<file path="src/rtl/rxpk_pkg.sv">
package rxpk_pkg;

    typedef enum logic [1:0] {
        S_IDLE  = 2'd0,
        S_FILL  = 2'd1,
        S_WRITE = 2'd2,
        S_CLOSE = 2'd3
    } pk_state_t;

    localparam int BYTE_W  = 8;
    localparam int N_LANES = 4;
    localparam int LANE_W  = $clog2(N_LANES);
    localparam int WORD_W  = BYTE_W * N_LANES;

endpackage

</file>
<file path="src/rtl/rxpk_lane_map.sv">
module rxpk_lane_map
    import rxpk_pkg::*;
(
    input  logic [1:0]        order,
    input  logic [LANE_W-1:0] pos,
    output logic [LANE_W-1:0] lane
);

    always_comb begin
        unique case (order)
            2'b10, 2'b11: lane = ~pos;
            2'b01:        lane = pos;
            2'b00:        lane = (~pos) ^ 2'b10;
            default:      lane = ~pos;
        endcase
    end

endmodule

</file>
<file path="src/rtl/rxpk_word_acc.sv">
module rxpk_word_acc
    import rxpk_pkg::*;
(
    input  logic              clk,
    input  logic              rst_n,
    input  logic              load,
    input  logic              clear,
    input  logic [LANE_W-1:0] lane,
    input  logic [BYTE_W-1:0] din,
    output logic [WORD_W-1:0] word,
    output logic [N_LANES-1:0] be
);

    for (genvar g = 0; g < N_LANES; g++) begin : g_lane
        always_ff @(posedge clk or negedge rst_n) begin
            if (!rst_n) begin
                word[g*BYTE_W +: BYTE_W] <= '0;
                be[g]                    <= 1'b0;
            end else if (clear) begin
                word[g*BYTE_W +: BYTE_W] <= '0;
                be[g]                    <= 1'b0;
            end else if (load && (lane == LANE_W'(g))) begin
                word[g*BYTE_W +: BYTE_W] <= din;
                be[g]                    <= 1'b1;
            end
        end
    end

endmodule

</file>
<file path="src/rtl/rxpk_len_ctrl.sv">
module rxpk_len_ctrl #(
    parameter int LW = 16
) (
    input  logic          clk,
    input  logic          rst_n,
    input  logic          open,
    input  logic [LW-1:0] lim_in,
    input  logic          accept,
    output logic [LW-1:0] cnt,
    output logic [LW-1:0] lim,
    output logic          hit_lim
);

    logic [LW-1:0] cnt_nxt;
    assign cnt_nxt = cnt + 1'b1;
    assign hit_lim = (cnt_nxt == lim);

    always_ff @(posedge clk or negedge rst_n) begin
        if (!rst_n) begin
            cnt <= '0;
            lim <= '0;
        end else if (open) begin
            cnt <= '0;
            lim <= lim_in;
        end else if (accept) begin
            cnt <= cnt_nxt;
        end
    end


    cnt_within_lim_chk: assert property (@(posedge clk) disable iff (!rst_n)
        cnt <= lim);


    lim_held_chk: assert property (@(posedge clk) disable iff (!rst_n)
        !open |=> $stable(lim));

endmodule

</file>
<file path="src/rtl/rxpk_top.sv">
module rxpk_top
    import rxpk_pkg::*;
#(
    parameter int AW = 32,
    parameter int LW = 16
) (
    input  logic              clk,
    input  logic              rst_n,
    input  logic [7:0]        cfg_ctrl,
    input  logic [LW-1:0]     cfg_maxlen,
    input  logic              cfg_wide,
    input  logic [AW-1:0]     buf_base,
    input  logic              ch_valid,
    output logic              ch_ready,
    input  logic [BYTE_W-1:0] ch_data,
    input  logic              ch_eof,
    input  logic              ch_err,
    output logic              mem_valid,
    input  logic              mem_ready,
    output logic [AW-1:0]     mem_addr,
    output logic [WORD_W-1:0] mem_data,
    output logic [N_LANES-1:0] mem_be,
    output logic [3:0]        mem_fc,
    output logic              st_valid,
    output logic [LW-1:0]     st_count,
    output logic              st_eof,
    output logic              st_err,
    output logic              cfg_error
);

    pk_state_t state, state_nxt;

    logic [1:0]        ord_q;
    logic [2:0]        at_q;
    logic [AW-1:0]     base_q;
    logic [LW-1:0]     widx_q;
    logic              close_q, eof_q, err_q, cfg_err_q;
    logic              cfg_ok, open, accept, last, word_done, wr_fire;
    logic [LW-1:0]     cnt, lim, cnt_nxt;
    logic              hit_lim;
    logic [LANE_W-1:0] lane;
    logic              unused_rsv;

    assign unused_rsv = ^cfg_ctrl[7:5];

    assign cfg_ok    = (cfg_maxlen != '0) && !(cfg_wide && cfg_maxlen[0]);
    assign open      = (state == S_IDLE) && ch_valid && cfg_ok;
    assign accept    = (state == S_FILL) && ch_valid;
    assign cnt_nxt   = cnt + 1'b1;
    assign last      = accept && (hit_lim || ch_eof || ch_err);
    assign word_done = accept && ((cnt_nxt[LANE_W-1:0] == '0) || last);
    assign wr_fire   = (state == S_WRITE) && mem_ready;

    rxpk_len_ctrl #(.LW(LW)) u_len (
        .clk     (clk),
        .rst_n   (rst_n),
        .open    (open),
        .lim_in  (cfg_maxlen),
        .accept  (accept),
        .cnt     (cnt),
        .lim     (lim),
        .hit_lim (hit_lim)
    );

    rxpk_lane_map u_map (
        .order (ord_q),
        .pos   (cnt[LANE_W-1:0]),
        .lane  (lane)
    );

    rxpk_word_acc u_acc (
        .clk   (clk),
        .rst_n (rst_n),
        .load  (accept),
        .clear (wr_fire),
        .lane  (lane),
        .din   (ch_data),
        .word  (mem_data),
        .be    (mem_be)
    );

    // next-state logic
    always_comb begin
        state_nxt = state;
        unique case (state)
            S_IDLE:  if (open)      state_nxt = S_FILL;
            S_FILL:  if (word_done) state_nxt = S_WRITE;
            S_WRITE: if (mem_ready) state_nxt = close_q ? S_CLOSE : S_FILL;
            S_CLOSE:                state_nxt = S_IDLE;
            default:                state_nxt = S_IDLE;
        endcase
    end

    // state register
    always_ff @(posedge clk or negedge rst_n) begin
        if (!rst_n) state <= S_IDLE;
        else        state <= state_nxt;
    end

    // per-buffer context
    always_ff @(posedge clk or negedge rst_n) begin
        if (!rst_n) begin
            ord_q     <= 2'b10;
            at_q      <= '0;
            base_q    <= '0;
            widx_q    <= '0;
            close_q   <= 1'b0;
            eof_q     <= 1'b0;
            err_q     <= 1'b0;
            cfg_err_q <= 1'b0;
        end else begin
            cfg_err_q <= !cfg_ok;
            if (open) begin
                ord_q   <= cfg_ctrl[4:3];
                at_q    <= cfg_ctrl[2:0];
                base_q  <= buf_base;
                widx_q  <= '0;
                close_q <= 1'b0;
                eof_q   <= 1'b0;
                err_q   <= 1'b0;
            end
            if (accept && last) begin
                close_q <= 1'b1;
                eof_q   <= ch_eof;
                err_q   <= ch_err;
            end
            if (wr_fire) widx_q <= widx_q + 1'b1;
        end
    end

    // outputs
    always_comb begin
        ch_ready  = (state == S_FILL);
        mem_valid = (state == S_WRITE);
        st_valid  = (state == S_CLOSE);
        st_count  = cnt;
        st_eof    = eof_q;
        st_err    = err_q;
        mem_addr  = base_q + (AW'(widx_q) << LANE_W);
        mem_fc    = {at_q, 1'b1};
        cfg_error = cfg_err_q;
    end


    stall_hold_chk: assert property (@(posedge clk) disable iff (!rst_n)
        mem_valid && !mem_ready |=> mem_valid && $stable(mem_data) && $stable(mem_addr));


    status_pulse_chk: assert property (@(posedge clk) disable iff (!rst_n)
        st_valid |=> !st_valid);


    be_nonempty_chk: assert property (@(posedge clk) disable iff (!rst_n)
        mem_valid |-> $countones(mem_be) >= 1);


    no_open_on_bad_cfg_chk: assert property (@(posedge clk) disable iff (!rst_n)
        (state == S_IDLE) && !cfg_ok |=> !ch_ready);

endmodule

</file>
<file path="config.mk">
export PLATFORM = sky130hd
export DESIGN_NAME = rxpk_top
export DESIGN_NICKNAME = d
export VERILOG_FILES = /design/src/rtl/rxpk_pkg.sv /design/src/rtl/rxpk_lane_map.sv /design/src/rtl/rxpk_word_acc.sv /design/src/rtl/rxpk_len_ctrl.sv /design/src/rtl/rxpk_top.sv
export SDC_FILE = /design/constraint.sdc
export NUM_CORES = 1
export LEC_CHECK = 0
export CAP_MARGIN = 5
export CORE_ASPECT_RATIO = 1.5
export CORE_MARGIN = 2
export CORE_UTILIZATION = 50
export DETAILED_ROUTE_END_ITERATION = 7
export PLACE_DENSITY = 0.9
export SYNTH_ARGS = -nofsm -noshare
export SYNTH_HDL_FRONTEND = slang
export SYNTH_SLANG_ARGS = --single-unit
</file>
<file path="constraint.sdc">
create_clock -name clk -period 4.1 [get_ports clk]
set_input_delay 0.82 -clock clk [delete_from_list [all_inputs] [get_ports clk]]
set_output_delay 0.82 -clock clk [all_outputs]
set_load 0.03 [all_outputs]
</file>
# Word level (Yosys, flattened, before mapping)
# Index checks and enable logic that the tools add are counted.
classes:
  add_sub_neg: 3
  n_eq_ne: 13
  muxes: 30
  bitwise: 2
  reduce_logical: 32
op_table:
  columns: ["operator", "n"]
  rows:
  - ["$mux W16", 4]
  - ["$mux W8", 8]
  - ["$add A16 B1 Y16 const B", 2]
  - ["$add A32 B18 Y32", 1]
  - ["$eq A16 B16 Y1", 1]
  - ["$reduce_bool A16 Y1", 1]
  - ["$reduce_bool A2 Y1", 7]
  - ["$logic_and A1 B1 Y1", 13]
  - ["$eq A2 B2 Y1 const B", 6]
  - ["$mux W1", 12]
  - ["$logic_not A2 Y1", 4]
  - ["$mux W2", 4]
  - ["$pmux W2 S4", 1]
  - ["$eq A2 B1 Y1 const B", 3]
  - ["$pmux W2 S3", 1]
  - ["$ne A2 B1 Y1 const B", 2]
  - ["$logic_or A1 B1 Y1", 3]
  - ["$reduce_and A3 Y1", 1]
  - ["$logic_not A1 Y1", 2]
  - ["$ne A2 B2 Y1 const B", 1]
  - ["$not A2 Y2", 1]
  - ["$reduce_or A2 Y1", 1]
  - ["$not A1 Y1", 1]
word_totals:
  register_bits: 127
  input_bits: 71
  output_inout_bits: 94

# Logic depth before layout (Yosys ltp)
logic_depth:
  ltp_word: 9
  mapped_depth: 11
  depth_no_buf: 11

# Cells and area by module
# From an unflattened synthesis, not the netlist that was laid out.
unflattened:
  cells_unflattened: 756
  area_unflattened_um2: 7090.6
modules_own_cells:
  columns: ["module", "n_inst", "cells_each", "area_each_um2", "seq_area_each_um2"]
  rows:
  - ["rxpk_top", 1, 443, 3654.8, 1477.7]
  - ["rxpk_len_ctrl", 1, 181, 1823.0, 800.8]
  - ["rxpk_word_acc", 1, 129, 1586.5, 900.9]
  - ["rxpk_lane_map", 1, 3, 26.3, 0.0]

# Least setup slack after synthesis
# Ideal clock, no wire load.
synth_timing:
  kind: "register to output"
  start: "reg widx_q[0]"
  end: "out mem_addr[30]"
  arrival_time_ps: 2736
  required_ps: 3280
  path_slack_ps: 544
  stages_incl_launch_ff: 12
  cell_sequence: "dfrtp_1 ha_1 inv_1 fa_1 nor2b_1 o21ai_0 a21boi_0 o211ai_1 nand3b_1 a41oi_1 nor3b_1 xor2_1"
synth_via:
  elab_chain_len: 1
synth_lines:
  columns: ["item", "line_no", "rtl"]
  rows:
  - ["start: declaration", "rxpk_top.sv:36", "logic [LW-1:0] widx_q;"]
  - ["start signal: assignment", "rxpk_top.sv:127", "if (wr_fire) widx_q <= widx_q + 1'b1;"]
  - ["$add A32 B18 Y32", "rxpk_top.sv:139", "mem_addr = base_q + (AW'(widx_q) << LANE_W);"]
  - ["end: declaration", "rxpk_top.sv:20", "output logic [AW-1:0] mem_addr,"]
# No other way between the ends.

# Worst setup path after layout
# Same ends and word-level chain as after synthesis.

==> summary.txt <==
STA
  – Final Max Slew Viols: 0
  – Final hold vios: 0
  – Setup TNS: 0 ns
  – Period utilisation layout: 96.0%
  – Worst Max-Slew Pin Slew: 1.15 ns
  – Worst setup slack after layout: 0.166 ns
  – Worst slew margin: 23.2%
  – Setup Viol. Count Final: 0
  – Max frequency: 254 MHz
  – Setup repair after global routing missed its margin: false
  – Post-route minimum period: 3.93 ns
  – Setup Skew: 0.0116 ns

Yosys
  – Most used standard cell by instance count after synthesis: sky130_fd_sc_hd__nand2_1
  – Count of cell types in the netlist: 57
  – Cell type contributing the most total cell area after synthesis: sky130_fd_sc_hd__dfrtp_1
  – Most used standard cells in the synthesized netlist: sky130_fd_sc_hd__nand2_1 (195), sky130_fd_sc_hd__dfrtp_1 (126), sky130_fd_sc_hd__nor2_1 (83)
  – Gate Count Post-Synth: 766
  – Dominant cells by area after synthesis: sky130_fd_sc_hd__dfrtp_1 (46%), sky130_fd_sc_hd__nand2_1 (11%), sky130_fd_sc_hd__mux2i_1 (5.3%), sky130_fd_sc_hd__nor2_1 (4.6%), sky130_fd_sc_hd__xnor2_1 (4.4%)
  – Post-synthesis average cell area: 8.87 µm²
  – Synth top area share: 46.4%
  – Ys flop type: sky130_fd_sc_hd__dfrtp_1
  – Total number of yosys warnings: 0
  – Asr flop ratio synth: 100%
  – Post-synthesis sequential area ratio: 46.8%
  – Number of flops mapped to enable cells by yosys: 0
  – Cell area after synthesis: 0.00679 mm²
  – Total nets after synthesis: 857
  – Seq cells post-synth: 127

Power
  – PD cells: 679 mW/mm²
  – Share of total power consumed by net switching: 41.2%
  – Combinational share of power: 44.2%
  – Clock power share: 23.7%
  – Internal power: 3.65 mW
  – Peak supply drop: 0.000368 V
  – Flop pwr share: 32.1%
  – NetSw: 2.56 mW
  – Static leakage: 4.36 nW

CTS
  – Cell chosen for the clock root: sky130_fd_sc_hd__clkbuf_16
  – Clk Latency, worst-skew pair: 0.41 ns
  – Number of clock buffers inserted by TritonCTS: 17
  – Quantity of hold-fixing buffers added after cts: 0
  – Clock transition at the registers of the reported paths: 0.06 ns
  – Clock tree from TritonCTS: done
  – Bufs on Longest Clock Path: 2
  – Deepest level of the CTS H-tree: 4
  – Clock sink count: 127

Die
  – Die area: 0.0146 mm²
  – IO Count: 165
  – Core area: 0.0134 mm²
  – Initial Utilization: 50.7%
  – Site row count: 52
  – Chip Width: 99.2 µm
  – Die Y-Extent: 147 µm

Drt
  – Number of remaining DRC errors: 0
  – Vias/cell: 5.44
  – Total iterations of the first detailed-routing run: 5
  – Antenna Violating Nets Remaining: 0
  – Sum of routed wire length over all layers: 17.2 mm
  – Wire per inst: 15.7 µm
  – Iter 0 DRT Violations: 292
  – Via count: 5973

Critical path
  – Logic depth of the worst register-to-register path: 9
  – FF-to-FF Start: u_len.cnt[0]
  – Crit path arrival time: 3.11 ns
  – Critical path capture point type: output pin
  – Setup slack of the worst register-to-register path: 0.99 ns
  – Category of the critical setup timing path: reg2out
  – Worst R2R End: state[0]
  – Startpoint class of the critical path: flip-flop
  – Start point of the critical path: widx_q[0]
  – Required arrival time at the worst endpoint: 3.28 ns
  – Maximum fanout encountered on the critical timing path: 6

GRT
  – Wire length of the first global-routing pass: 28.6 mm
  – Vias in the first global route: 6004
  – Maximum number of pins on one net before global-route repair: 70
  – GRT Resource Usage Total: 24.3%
  – Overflow after GRT: 0
  – Number of antenna violations at the first check in global routing: 0

Finish
  – Antenna diode instance count: 0
  – Fraction of layout instances using a drive strength above 1: 8.24%
  – Final nets: 1013
  – Synthesis-to-finish area growth: 34.5%
  – Post-layout instance area: 0.00914 mm²

Place
  – Worst slack after detailed placement: 0.293 ns
  – Port Buffer Count: 160
  – Area post-placement: 0.00851 mm²
  – Global placer's final weighted congestion: 0.909
  – Detail Placement HPWL: 12.3 mm

Min path
  – Worst Hold End: base_q[1]
  – Path class of the lowest-slack min-delay path: reg2reg
  – Hold Crit Start: base_q[1]
  – Number of cells traversed by the worst hold path: 2

Flow run
  – Maximum Capacitance Violations: 0

Outcome
  – Status: finished, final reports clean
cell usage in the layout, fill, tap and decap left out, types with 5 or more instances in the layout:
master	Yosys	routed
sky130_fd_sc_hd__nor2_1	83	82
sky130_fd_sc_hd__clkdlybuf4s50_1	0	139
sky130_fd_sc_hd__and3_1	9	9
sky130_fd_sc_hd__xor2_1	22	22
sky130_fd_sc_hd__buf_4	7	23
sky130_fd_sc_hd__xnor2_1	34	34
sky130_fd_sc_hd__a21oi_1	23	23
sky130_fd_sc_hd__nor3b_1	7	6
sky130_fd_sc_hd__a31oi_1	6	6
sky130_fd_sc_hd__o21ai_0	34	31
sky130_fd_sc_hd__nand2b_1	10	10
sky130_fd_sc_hd__nor4_1	5	5
sky130_fd_sc_hd__clkbuf_16	0	17
sky130_fd_sc_hd__nand3b_1	5	5
sky130_fd_sc_hd__nand4_1	9	9
sky130_fd_sc_hd__mux2i_1	36	36
sky130_fd_sc_hd__dlymetal6s2s_1	0	5
sky130_fd_sc_hd__inv_6	0	5
sky130_fd_sc_hd__dfrtp_1	126	126
sky130_fd_sc_hd__inv_1	18	18
sky130_fd_sc_hd__nor3_1	9	9
sky130_fd_sc_hd__ha_1	19	19
sky130_fd_sc_hd__nand3_1	22	22
sky130_fd_sc_hd__nand2_1	195	195
sky130_fd_sc_hd__a21o_1	7	7
critical path, cell delays in order, from the launching register on:
cell,delay (ns)
sky130_fd_sc_hd__dfrtp_1,0.36
sky130_fd_sc_hd__ha_1,0.18
sky130_fd_sc_hd__inv_1,0.06
sky130_fd_sc_hd__fa_2,0.35
sky130_fd_sc_hd__nor2b_1,0.11
sky130_fd_sc_hd__o21ai_0,0.10
sky130_fd_sc_hd__a21boi_1,0.16
sky130_fd_sc_hd__buf_4,0.15
sky130_fd_sc_hd__o211ai_1,0.11
sky130_fd_sc_hd__nand3b_1,0.17
sky130_fd_sc_hd__a41oi_2,0.17
sky130_fd_sc_hd__buf_6,0.18
sky130_fd_sc_hd__nor3b_2,0.19
sky130_fd_sc_hd__xor2_1,0.22
sky130_fd_sc_hd__buf_4,0.20
routing by layer:
metal | GRT usage [%] | up-vias | share of wire, %
met2 | 42.4 | 173 | 53
li1 | - | 2882 | -
met4 | 12.6 | 0 | 3.9
met1 | 28.5 | 2869 | 39
met3 | 3.76 | 49 | 3.8
met5 | 0 | - | 0
final cells by class:
type                       instances  area [µm²]
timing repair buffer             172        1700
sequential                       127        3180
clock inverter                    15         154
fill                            1040        4260
tap                              162         203
multi-input combinational        586        3420
clock buffer                      17         425
inverter                          18        67.6
sequential cells by signal, indices dropped and copies added, names as in the netlist:
signal	cells
base_q	32
u_acc.word	32
u_len.cnt	16
u_len.lim	16
widx_q	16
u_acc.be	4
at_q	3
ord_q	2
state	2
cfg_error	1
close_q	1
st_eof	1
st_err	1
logic make-up (layout without fill, tap and decap cells):
logic type                 Yosys count  after routing  share of synthesized area [%]
other                                1              1                         0.0552
buffers and inverters               53            222                           3.33
and+or+nand+nor                    377            377                           24.7
AOI/OAI and AO/OA                   95             95                           8.62
DFF                                127            127                           46.8
xor gates and xnor gates            56             56                           7.22
adders and majority gates           20             20                           3.79
muxes                               37             37                           5.47
how the worst max path moves through the flow:
| stage | end | slack (ns) | depth (start not counted) |
|---|---|---|---|
| after floorplan | mem_addr[30] | 0.54 | 11 |
| after global placement | mem_addr[12] | 0.34 | 13 |
| after detailed placement | mem_addr[18] | 0.29 | 12 |
| after CTS | mem_addr[30] | 0.02 | 14 |
| after global routing | mem_addr[17] | 0.008 | 9 |
| final | mem_addr[30] | 0.17 | 14 |
through the flow:
stage               instances  hold WS [ns]  power [mW]  util (%)
finish                   1097         0.481        6.20      68.2
global route             1097         0.500        6.58      68.2
CTS                      1096         0.481        6.25      68.0
detailed placement       1063         0.465        4.76      63.5
global placement         1063         0.457        4.67      63.5
floorplan                 766         0.447        3.71         -
repair_timing:
item                       4_1_cts  5_1_grt
gates resized for setup          4       10
setup endpoints to repair        4       14
setup buffers                    1        1
pin swaps                        0        3
power groups by stage:
| stage | Combinational, mW | Sequential, mW | Clock, mW |
|---|---|---|---|
| detailed placement | 2.75 | 2.01 | 0 |
| global route | 2.97 | 2.05 | 1.56 |
| finish | 2.74 | 1.99 | 1.47 |
| floorplan | 1.47 | 2.24 | 0 |
| global placement | 2.69 | 1.99 | 0 |
| CTS | 2.76 | 1.99 | 1.50 |
No activity file was read; power rests on OpenSTA's default activity.
